`src/rtl/pm_evt_pkg.sv`:
```
package pm_evt_pkg;
  localparam int unsigned REG_AW = 6;
  localparam int unsigned REG_W  = 16;
  localparam int unsigned RD_W   = 32;
  localparam int unsigned APM_W  = 8;

  localparam logic [REG_AW-1:0] OFS_STS  = 6'h00;
  localparam logic [REG_AW-1:0] OFS_EN   = 6'h02;
  localparam logic [REG_AW-1:0] OFS_CTRL = 6'h04;
  localparam logic [REG_AW-1:0] OFS_TMR  = 6'h08;

  localparam int unsigned ST_TMR    = 0;
  localparam int unsigned ST_PWRBTN = 8;
  localparam int unsigned ST_WAKE   = 15;
  localparam int unsigned CT_SCI    = 0;
  localparam int unsigned CT_GO     = 13;
  localparam int unsigned CT_TYP_LO = 10;

  localparam logic [REG_W-1:0] SCI_SRC_MASK = 16'h0521;  // bits 10,8,5,0

  localparam logic [2:0] SLP_TYP_OFF = 3'd0;
  localparam logic [2:0] SLP_TYP_S3  = 3'd1;

  localparam logic [APM_W-1:0] APM_SCI_ON  = 8'hF1;
  localparam logic [APM_W-1:0] APM_SCI_OFF = 8'hF0;
endpackage

```
`src/rtl/pm_tmr.sv`:
```
module pm_tmr #(
  parameter int unsigned TMR_W = 24
) (
  input  logic             clk_i,
  input  logic             rst_ni,
  input  logic             tick_i,
  output logic [TMR_W-1:0] count_o,
  output logic             ovf_o
);
  logic [TMR_W-1:0] cnt_q;

  always_ff @(posedge clk_i or negedge rst_ni) begin
    if (!rst_ni)     cnt_q <= '0;
    else if (tick_i) cnt_q <= cnt_q + 1'b1;
  end

  // top bit flips whenever all lower bits are ones and a tick arrives
  assign ovf_o   = tick_i & (&cnt_q[TMR_W-2:0]);
  assign count_o = cnt_q;
endmodule

```
`src/rtl/pm_apm.sv`:
```
module pm_apm
  import pm_evt_pkg::*;
(
  input  logic             clk_i,
  input  logic             rst_ni,
  input  logic             we_i,
  input  logic             sel_i,
  input  logic [APM_W-1:0] wdata_i,
  input  logic             smi_cfg_en_i,
  output logic [APM_W-1:0] rdata_o,
  output logic             sci_on_o,
  output logic             sci_off_o,
  output logic             smi_o
);
  logic [APM_W-1:0] cmd_q, sts_q;
  logic             smi_q;
  logic             cmd_wr;

  assign cmd_wr = we_i & ~sel_i;

  always_ff @(posedge clk_i or negedge rst_ni) begin
    if (!rst_ni) begin
      cmd_q <= '0;
      sts_q <= '0;
      smi_q <= 1'b0;
    end else begin
      if (cmd_wr)         cmd_q <= wdata_i;
      if (we_i && sel_i)  sts_q <= wdata_i;
      smi_q <= cmd_wr & smi_cfg_en_i;
    end
  end

  assign sci_on_o  = cmd_wr & (wdata_i == APM_SCI_ON);
  assign sci_off_o = cmd_wr & (wdata_i == APM_SCI_OFF);
  assign rdata_o   = sel_i ? sts_q : cmd_q;
  assign smi_o     = smi_q;
endmodule

```
`src/rtl/pm_regs.sv`:
```
module pm_regs
  import pm_evt_pkg::*;
(
  input  logic              clk_i,
  input  logic              rst_ni,
  input  logic              we_i,
  input  logic [REG_AW-1:0] addr_i,
  input  logic [REG_W-1:0]  wdata_i,
  input  logic              ovf_i,
  input  logic              pwrbtn_i,
  input  logic              sci_on_i,
  input  logic              sci_off_i,
  output logic [REG_W-1:0]  status_o,
  output logic [REG_W-1:0]  enable_o,
  output logic [REG_W-1:0]  control_o,
  output logic              shutdown_req_o,
  output logic              reset_req_o,
  output logic              sleep_s3_o
);
  logic [REG_W-1:0] sts_q, en_q, ctl_q;
  logic [REG_W-1:0] sts_set, sts_clr, ctl_d;
  logic             sts_wr, en_wr, ctl_wr, go;
  logic [2:0]       slp_typ;
  logic             do_off, do_s3;
  logic             off_q, rst_req_q, s3_q;

  assign sts_wr  = we_i && (addr_i == OFS_STS);
  assign en_wr   = we_i && (addr_i == OFS_EN);
  assign ctl_wr  = we_i && (addr_i == OFS_CTRL);
  assign go      = ctl_wr & wdata_i[CT_GO];
  assign slp_typ = wdata_i[CT_TYP_LO +: 3];

  always_comb begin
    do_off = 1'b0;
    do_s3  = 1'b0;
    if (go) begin
      case (slp_typ)
        SLP_TYP_OFF: do_off = 1'b1;
        SLP_TYP_S3:  do_s3  = 1'b1;
        default: ;
      endcase
    end
  end

  always_comb begin
    sts_set = '0;
    sts_set[ST_TMR]    = ovf_i;
    sts_set[ST_PWRBTN] = (pwrbtn_i & en_q[ST_PWRBTN]) | do_s3;
    sts_set[ST_WAKE]   = do_s3;
    sts_clr = sts_wr ? wdata_i : '0;
  end

  always_comb begin
    ctl_d = ctl_q;
    if (ctl_wr) begin
      ctl_d = wdata_i;
      ctl_d[CT_GO] = 1'b0;
    end
    if (sci_on_i)  ctl_d[CT_SCI] = 1'b1;
    if (sci_off_i) ctl_d[CT_SCI] = 1'b0;
  end

  always_ff @(posedge clk_i or negedge rst_ni) begin
    if (!rst_ni) begin
      sts_q     <= '0;
      en_q      <= '0;
      ctl_q     <= '0;
      off_q     <= 1'b0;
      rst_req_q <= 1'b0;
      s3_q      <= 1'b0;
    end else begin
      sts_q     <= (sts_q & ~sts_clr) | sts_set;  // set wins over clear
      if (en_wr) en_q <= wdata_i;
      ctl_q     <= ctl_d;
      off_q     <= do_off;
      rst_req_q <= do_s3;
      if (do_s3) s3_q <= 1'b1;
    end
  end

  assign status_o       = sts_q;
  assign enable_o       = en_q;
  assign control_o      = ctl_q;
  assign shutdown_req_o = off_q;
  assign reset_req_o    = rst_req_q;
  assign sleep_s3_o     = s3_q;
endmodule

```
`src/rtl/pm_evt_ctrl.sv`:
```
module pm_evt_ctrl
  import pm_evt_pkg::*;
#(
  parameter int unsigned TMR_W = 24
) (
  input  logic              clk_i,
  input  logic              rst_ni,
  input  logic              tick_i,
  input  logic              pwrbtn_i,
  input  logic              smi_cfg_en_i,
  input  logic              reg_we_i,
  input  logic [REG_AW-1:0] reg_addr_i,
  input  logic [REG_W-1:0]  reg_wdata_i,
  output logic [RD_W-1:0]   reg_rdata_o,
  input  logic              apm_we_i,
  input  logic              apm_sel_i,
  input  logic [APM_W-1:0]  apm_wdata_i,
  output logic [APM_W-1:0]  apm_rdata_o,
  output logic              sci_o,
  output logic              smi_o,
  output logic              shutdown_req_o,
  output logic              reset_req_o,
  output logic              sleep_s3_o
);
  localparam int unsigned PAD_W = RD_W - TMR_W;

  logic [TMR_W-1:0] count_w;
  logic [REG_W-1:0] status_w, enable_w, control_w;
  logic             ovf_w, sci_on_w, sci_off_w;

  pm_tmr #(.TMR_W(TMR_W)) u_tmr (
    .clk_i   (clk_i),
    .rst_ni  (rst_ni),
    .tick_i  (tick_i),
    .count_o (count_w),
    .ovf_o   (ovf_w)
  );

  pm_apm u_apm (
    .clk_i        (clk_i),
    .rst_ni       (rst_ni),
    .we_i         (apm_we_i),
    .sel_i        (apm_sel_i),
    .wdata_i      (apm_wdata_i),
    .smi_cfg_en_i (smi_cfg_en_i),
    .rdata_o      (apm_rdata_o),
    .sci_on_o     (sci_on_w),
    .sci_off_o    (sci_off_w),
    .smi_o        (smi_o)
  );

  pm_regs u_regs (
    .clk_i          (clk_i),
    .rst_ni         (rst_ni),
    .we_i           (reg_we_i),
    .addr_i         (reg_addr_i),
    .wdata_i        (reg_wdata_i),
    .ovf_i          (ovf_w),
    .pwrbtn_i       (pwrbtn_i),
    .sci_on_i       (sci_on_w),
    .sci_off_i      (sci_off_w),
    .status_o       (status_w),
    .enable_o       (enable_w),
    .control_o      (control_w),
    .shutdown_req_o (shutdown_req_o),
    .reset_req_o    (reset_req_o),
    .sleep_s3_o     (sleep_s3_o)
  );

  always_comb begin
    unique case (reg_addr_i)
      OFS_STS:  reg_rdata_o = {16'h0, status_w};
      OFS_EN:   reg_rdata_o = {16'h0, enable_w};
      OFS_CTRL: reg_rdata_o = {16'h0, control_w};
      OFS_TMR:  reg_rdata_o = {{PAD_W{1'b0}}, count_w};
      default:  reg_rdata_o = '0;
    endcase
  end

  assign sci_o = |(status_w & enable_w & SCI_SRC_MASK);
endmodule

```
`config.mk`:
```
export PLATFORM = sky130hd
export DESIGN_NAME = pm_evt_ctrl
export DESIGN_NICKNAME = d
export VERILOG_FILES = /design/src/rtl/pm_evt_pkg.sv /design/src/rtl/pm_tmr.sv /design/src/rtl/pm_apm.sv /design/src/rtl/pm_regs.sv /design/src/rtl/pm_evt_ctrl.sv
export SDC_FILE = /design/constraint.sdc
export NUM_CORES = 1
export LEC_CHECK = 0
export CORE_UTILIZATION = 37
export CTS_CLUSTER_SIZE = 28
export DETAILED_ROUTE_END_ITERATION = 8
export PLACE_DENSITY = 0.66
export REMOVE_ABC_BUFFERS = 1
export SKIP_LAST_GASP = 1
export SLEW_MARGIN = 0
export SYNTH_ARGS = -nofsm -noshare
export SYNTH_HDL_FRONTEND = slang
export SYNTH_SLANG_ARGS = --single-unit
```
`constraint.sdc`:
```
create_clock -name clk_i -period 3.5 [get_ports clk_i]
set_input_delay 0.525 -clock clk_i [delete_from_list [all_inputs] [get_ports clk_i]]
set_output_delay 0.525 -clock clk_i [all_outputs]
set_load 0.01 [all_outputs]
```
Word-level counts from Yosys, hierarchy flattened

Index checks and enable logic that the tools add are counted.

Bits in registers: 91
Output and inout bits: 45

Add/sub/neg operators: 1
Eq/ne operators: 6
Muxes and demuxes: 10
Bitwise logic cells: 13
Reductions and logical operators: 9

Operator list:

| cell                    | count |
|---|---|
| $pmux W24 S4            | 1 |
| $add A24 B1 Y24 const B | 1 |
| $reduce_and A23 Y1      | 1 |
| $and A16 B16 Y16        | 1 |
| $eq A8 B8 Y1 const B    | 2 |
| $mux W16                | 1 |
| $not A16 Y16            | 1 |
| $or A16 B16 Y16         | 1 |
| $and A11 B11 Y11        | 1 |
| $mux W8                 | 1 |
| $and A1 B1 Y1           | 7 |
| $mux W1                 | 7 |
| $eq A6 B2 Y1 const B    | 1 |
| $eq A6 B3 Y1 const B    | 1 |
| $eq A6 B4 Y1 const B    | 1 |
| $logic_not A6 Y1        | 1 |
| $logic_and A1 B1 Y1     | 4 |
| $reduce_or A4 Y1        | 1 |
| $eq A3 B1 Y1 const B    | 1 |
| $logic_not A3 Y1        | 1 |
| $reduce_bool A3 Y1      | 1 |
| $not A1 Y1              | 1 |
| $or A1 B1 Y1            | 1 |

Logic depth before layout (Yosys ltp)

Word-level depth: 6
Depth in mapped cells: 6
Depth with buffers taken out: 5

Cells and area by module

From an unflattened synthesis, not the netlist that was laid out.

Cell total of the unflattened synthesis: 354
Area total of the unflattened synthesis: 4,419.2 um2

Modules (own cells, without submodules):

| module      | instances | cells each | area an instance (um2) | seq. area each (um2) |
|---|---|---|---|---|
| pm_regs     | 1         | 122        | 1,938.1                | 1,251.2 |
| pm_tmr      | 1         | 97         | 1,083.5                | 600.6 |
| pm_apm      | 1         | 51         | 773.2                  | 425.4 |
| pm_evt_ctrl | 1         | 84         | 624.3                  | 0.0 |

Least setup slack after synthesis

OpenSTA, ideal clock, no wires.

Path kind: input to output
Start point: input reg_addr_i[0]
End point: output reg_rdata_o[0]
Data arrival time: 1.969 ns
Required time: 2.975 ns
Slack: 1.006 ns
Stages: 6
Cells stage by stage: or4_1 > buf_2 > nor3b_2 > buf_2 > a22oi_1 > nand2_1

Cells in the longest elaborated chain, start to end: 2
Elaborated cells on any way between the ends: 5

Ends and longest elaborated chain:

| what                                 | RTL line          | text |
|---|---|---|
| from (decl)                          | pm_evt_ctrl.sv:12 | `input logic [REG_AW-1:0] reg_addr_i,` |
| $eq A6 B4 Y1 (tied with other cells) | pm_evt_ctrl.sv:71 | `unique case (reg_addr_i)` |
| $pmux W24 S4 *                       | pm_evt_ctrl.sv:71 |  |
| to (decl)                            | pm_evt_ctrl.sv:14 | `output logic [RD_W-1:0] reg_rdata_o,` |

Every way passes the cells marked *; elsewhere a longest branch is shown, timed or not.

Worst setup path after layout

Start point: input reg_addr_i[0]
End point: output reg_rdata_o[5]

The elaborated chain is that of the path after synthesis.

==> metrics.yaml <==
place:
  pre_cts_slack_ns: 0.0720
  io_buffers: 74
  dp_hpwl_um: 6550
  gp_congestion: 0.808
  placed_area_sq_um: 5120
die:
  fp.coreArea_sq_um: 10900
  start_util: 0.384
  ioPinCount: 83
  rows: 38
  die_width_um: 108
  die_height_um: 108
  die_area_sq_um: 11800
yosys:
  ys_seq_area_frac: 0.543
  ys_ff_latch: 91
  synth.top_cells.by_count: "dfrtp_1, mux2_2, nand2_1, a22oi_1, a21boi_0"
  yosysMostFrequentCell: "dfrtp_1"
  synthArstFlopShare: 1.00
  netlist_area_sq_um: 4190
  synth_top_area_share: 0.543
  synthDistinctLibCells: 41
  synth_area_leaders: "dfrtp_1, mux2_2, a22oi_1"
  synth_cells: 341
  yosysWarningCount: 0
  synth_top_area_cell: "dfrtp_1"
  synth_edf_count: 0
  yosys_most_used_dff: "dfrtp_1"
  synth.avg_cell_area_sq_um: 12.3
layout:
  diodes: 0
  fill_cells: 1030
  finish.utilization: 0.494
  layout.nets: 462
  drive_gt1_frac: 0.220
  final_cell_area_sq_um: 5400
  synthToLayoutAreaGrowth_pct: 28.8
clock_network:
  clkSinkCount: 91
  cts_tree: "yes"
  cts_root_buf: "clkbuf_16"
  hold_buffers: 0
  clock_path_buffers: 2
  clk_pin_slew_ns: 0.07
  clk_latency_ns: 0.34
  cts_htree_levels: 3
  numCtsBuffers: 9
sta:
  timing.final.crit_share: 0.943
  fin_skew_ns: 0.00763
  tightest_slew_ns: 0.923
  setup_slack_ns: 0.200
  finalHoldViolCount: 0
  timing.final.crit_period_ns: 3.30
  fmax_mhz: 303
  tns_ns: 0
  relSlewSlack: 0.379
  rsz0062_at_grt: "no"
  slew_viol_final: 0
  setup_viol: 0
flow_run:
  cap_violations: 0
detailed_routing:
  avgViaCountPerCell: 5.21
  first_iter_violations: 74
  antenna_left: 0
  wl_per_cell_um: 16.2
  drt-total-wl_um: 9190
  vias: 2957
  drtPass1Iterations: 4
  drc: 0
critical_path:
  r2r_cells: 5
  cp-end-kind: "output pin"
  critPathArrivalTime_ns: 2.78
  crit_required_ns: 2.97
  crit_type: "input port to output pin"
  cp_max_fo: 15
  start_kind: "input port"
global_route:
  grt_pass1_vias: 3130
  grt_pass1_wl_um: 15300
  grt_usage: 0.171
  grt_overflow: 0
  grt_max_degree: 71
  antenna_found_initial: 0
pwr:
  max-vdd-ir-drop_uv: 245
  cellPowerDensity_nw_per_um2: 465
  power_leakage_nw: 2.42
status:
  outcome: "finished, final reports clean"
min_path:
  hp-class: "input port to asynchronous set/reset pin"
[cells by family (layout without fill, tap and decap cells)]
| logic type | count (synthesis) | after routing | synth area share |
|---|---|---|---|
| and+or+nand+nor | 94 | 94 | 0.131 |
| DFF | 91 | 91 | 0.543 |
| other | 1 | 8 | 0.000894 |
| muxes | 55 | 55 | 0.148 |
| adders and majority gates | 1 | 1 | 0.00298 |
| buffers and inverters | 25 | 105 | 0.0349 |
| AOI/OAI and AO/OA | 51 | 51 | 0.0916 |
| xor gates and xnor gates | 23 | 23 | 0.0480 |
[metal layers]
layer,part of all wire,wire (um),global-route usage,vias to the layer above
li1,-,-,-,1379
met1,0.41,3800,0.198,1490
met2,0.52,4760,0.304,76
met3,0.057,527,0.0470,12
met4,0.012,106,0.0521,0
met5,0,0,0,-
[worst max-delay path, stage by stage]
cell	delay [ns]
clkdlybuf4s50_1	0.43
or4_4	0.61
nor3b_2	0.28
buf_12	0.19
a22oi_1	0.09
nand2_1	0.08
clkdlybuf4s50_1	0.56
[cells in the final DEF (no fill, tap or decap), types with 3 or more instances in the layout]
| cell type | netlist | routed |
|---|---|---|
| dfrtp_1 | 91 | 91 |
| clkdlybuf4s50_1 | 0 | 73 |
| mux2_2 | 54 | 54 |
| a21boi_0 | 13 | 13 |
| a22oi_1 | 32 | 32 |
| xor2_1 | 11 | 11 |
| nand3_1 | 12 | 12 |
| xnor2_1 | 12 | 12 |
| buf_12 | 0 | 3 |
| buf_4 | 8 | 9 |
| clkbuf_16 | 0 | 9 |
| conb_1 | 1 | 8 |
| nor3_1 | 7 | 7 |
| and2_1 | 9 | 9 |
| nor4_1 | 4 | 4 |
| nand2_1 | 34 | 34 |
| inv_1 | 4 | 4 |
| nor2_1 | 8 | 8 |
[flip-flops by register name (all words and copies together) (netlist names)]
name,flops
u_tmr.count_o,24
u_regs.enable_o,16
u_regs.status_o,16
u_regs.control_o,15
u_apm.cmd_q,8
u_apm.sts_q,8
u_apm.smi_o,1
u_regs.reset_req_o,1
u_regs.shutdown_req_o,1
u_regs.sleep_s3_o,1
[what timing repair did]
item | in CTS | in global routing
hold endpoints to repair | 0 | 0
setup endpoints to repair | 0 | 10
resized for setup | 0 | 1
buffers inserted | 0 | 0
[metrics by stage]
step	hold WS (ns)	cells	power [W]
after floorplan	0.229	327	0.00145
after global placement	0.455	552	0.00162
after detailed placement	0.459	552	0.00163
after CTS	0.340	568	0.00254
after global routing	0.370	568	0.00263
final	0.302	568	0.00251
[final cells by class]
type / instances / area (sq um) / area share
inverter: 4 / 15.0 / 0.00278
timing repair buffer: 85 / 858 / 0.159
clock inverter: 7 / 51.3 / 0.00950
clock buffer: 9 / 225 / 0.0417
tap: 140 / 175 / 0.0324
multi-input combinational: 232 / 1800 / 0.333
sequential: 91 / 2280 / 0.421
[path summary, 6_finish.rpt]
check                                  start                  end  slack (ns)
min in group clk_i         u_tmr.count_o[23]    u_tmr.count_o[23]        0.47
max                            reg_addr_i[0]       reg_rdata_o[5]        0.20
min                                   rst_ni   u_regs.status_o[3]        0.30
max reg2reg                 u_tmr.count_o[0]    u_tmr.count_o[16]        1.50
max in group asynchronous             rst_ni  u_regs.status_o[10]        2.49
min reg2reg                u_tmr.count_o[23]    u_tmr.count_o[23]        0.47
[where the power goes]
group          internal, W  total (W)  leakage [nW]  switching [W]
logic             0.000196   0.000334          1.09       0.000137
clock network     0.000485   0.000904         0.132       0.000419
registers          0.00117    0.00127          1.20       0.000105
(Power assumes the default switching activity.)
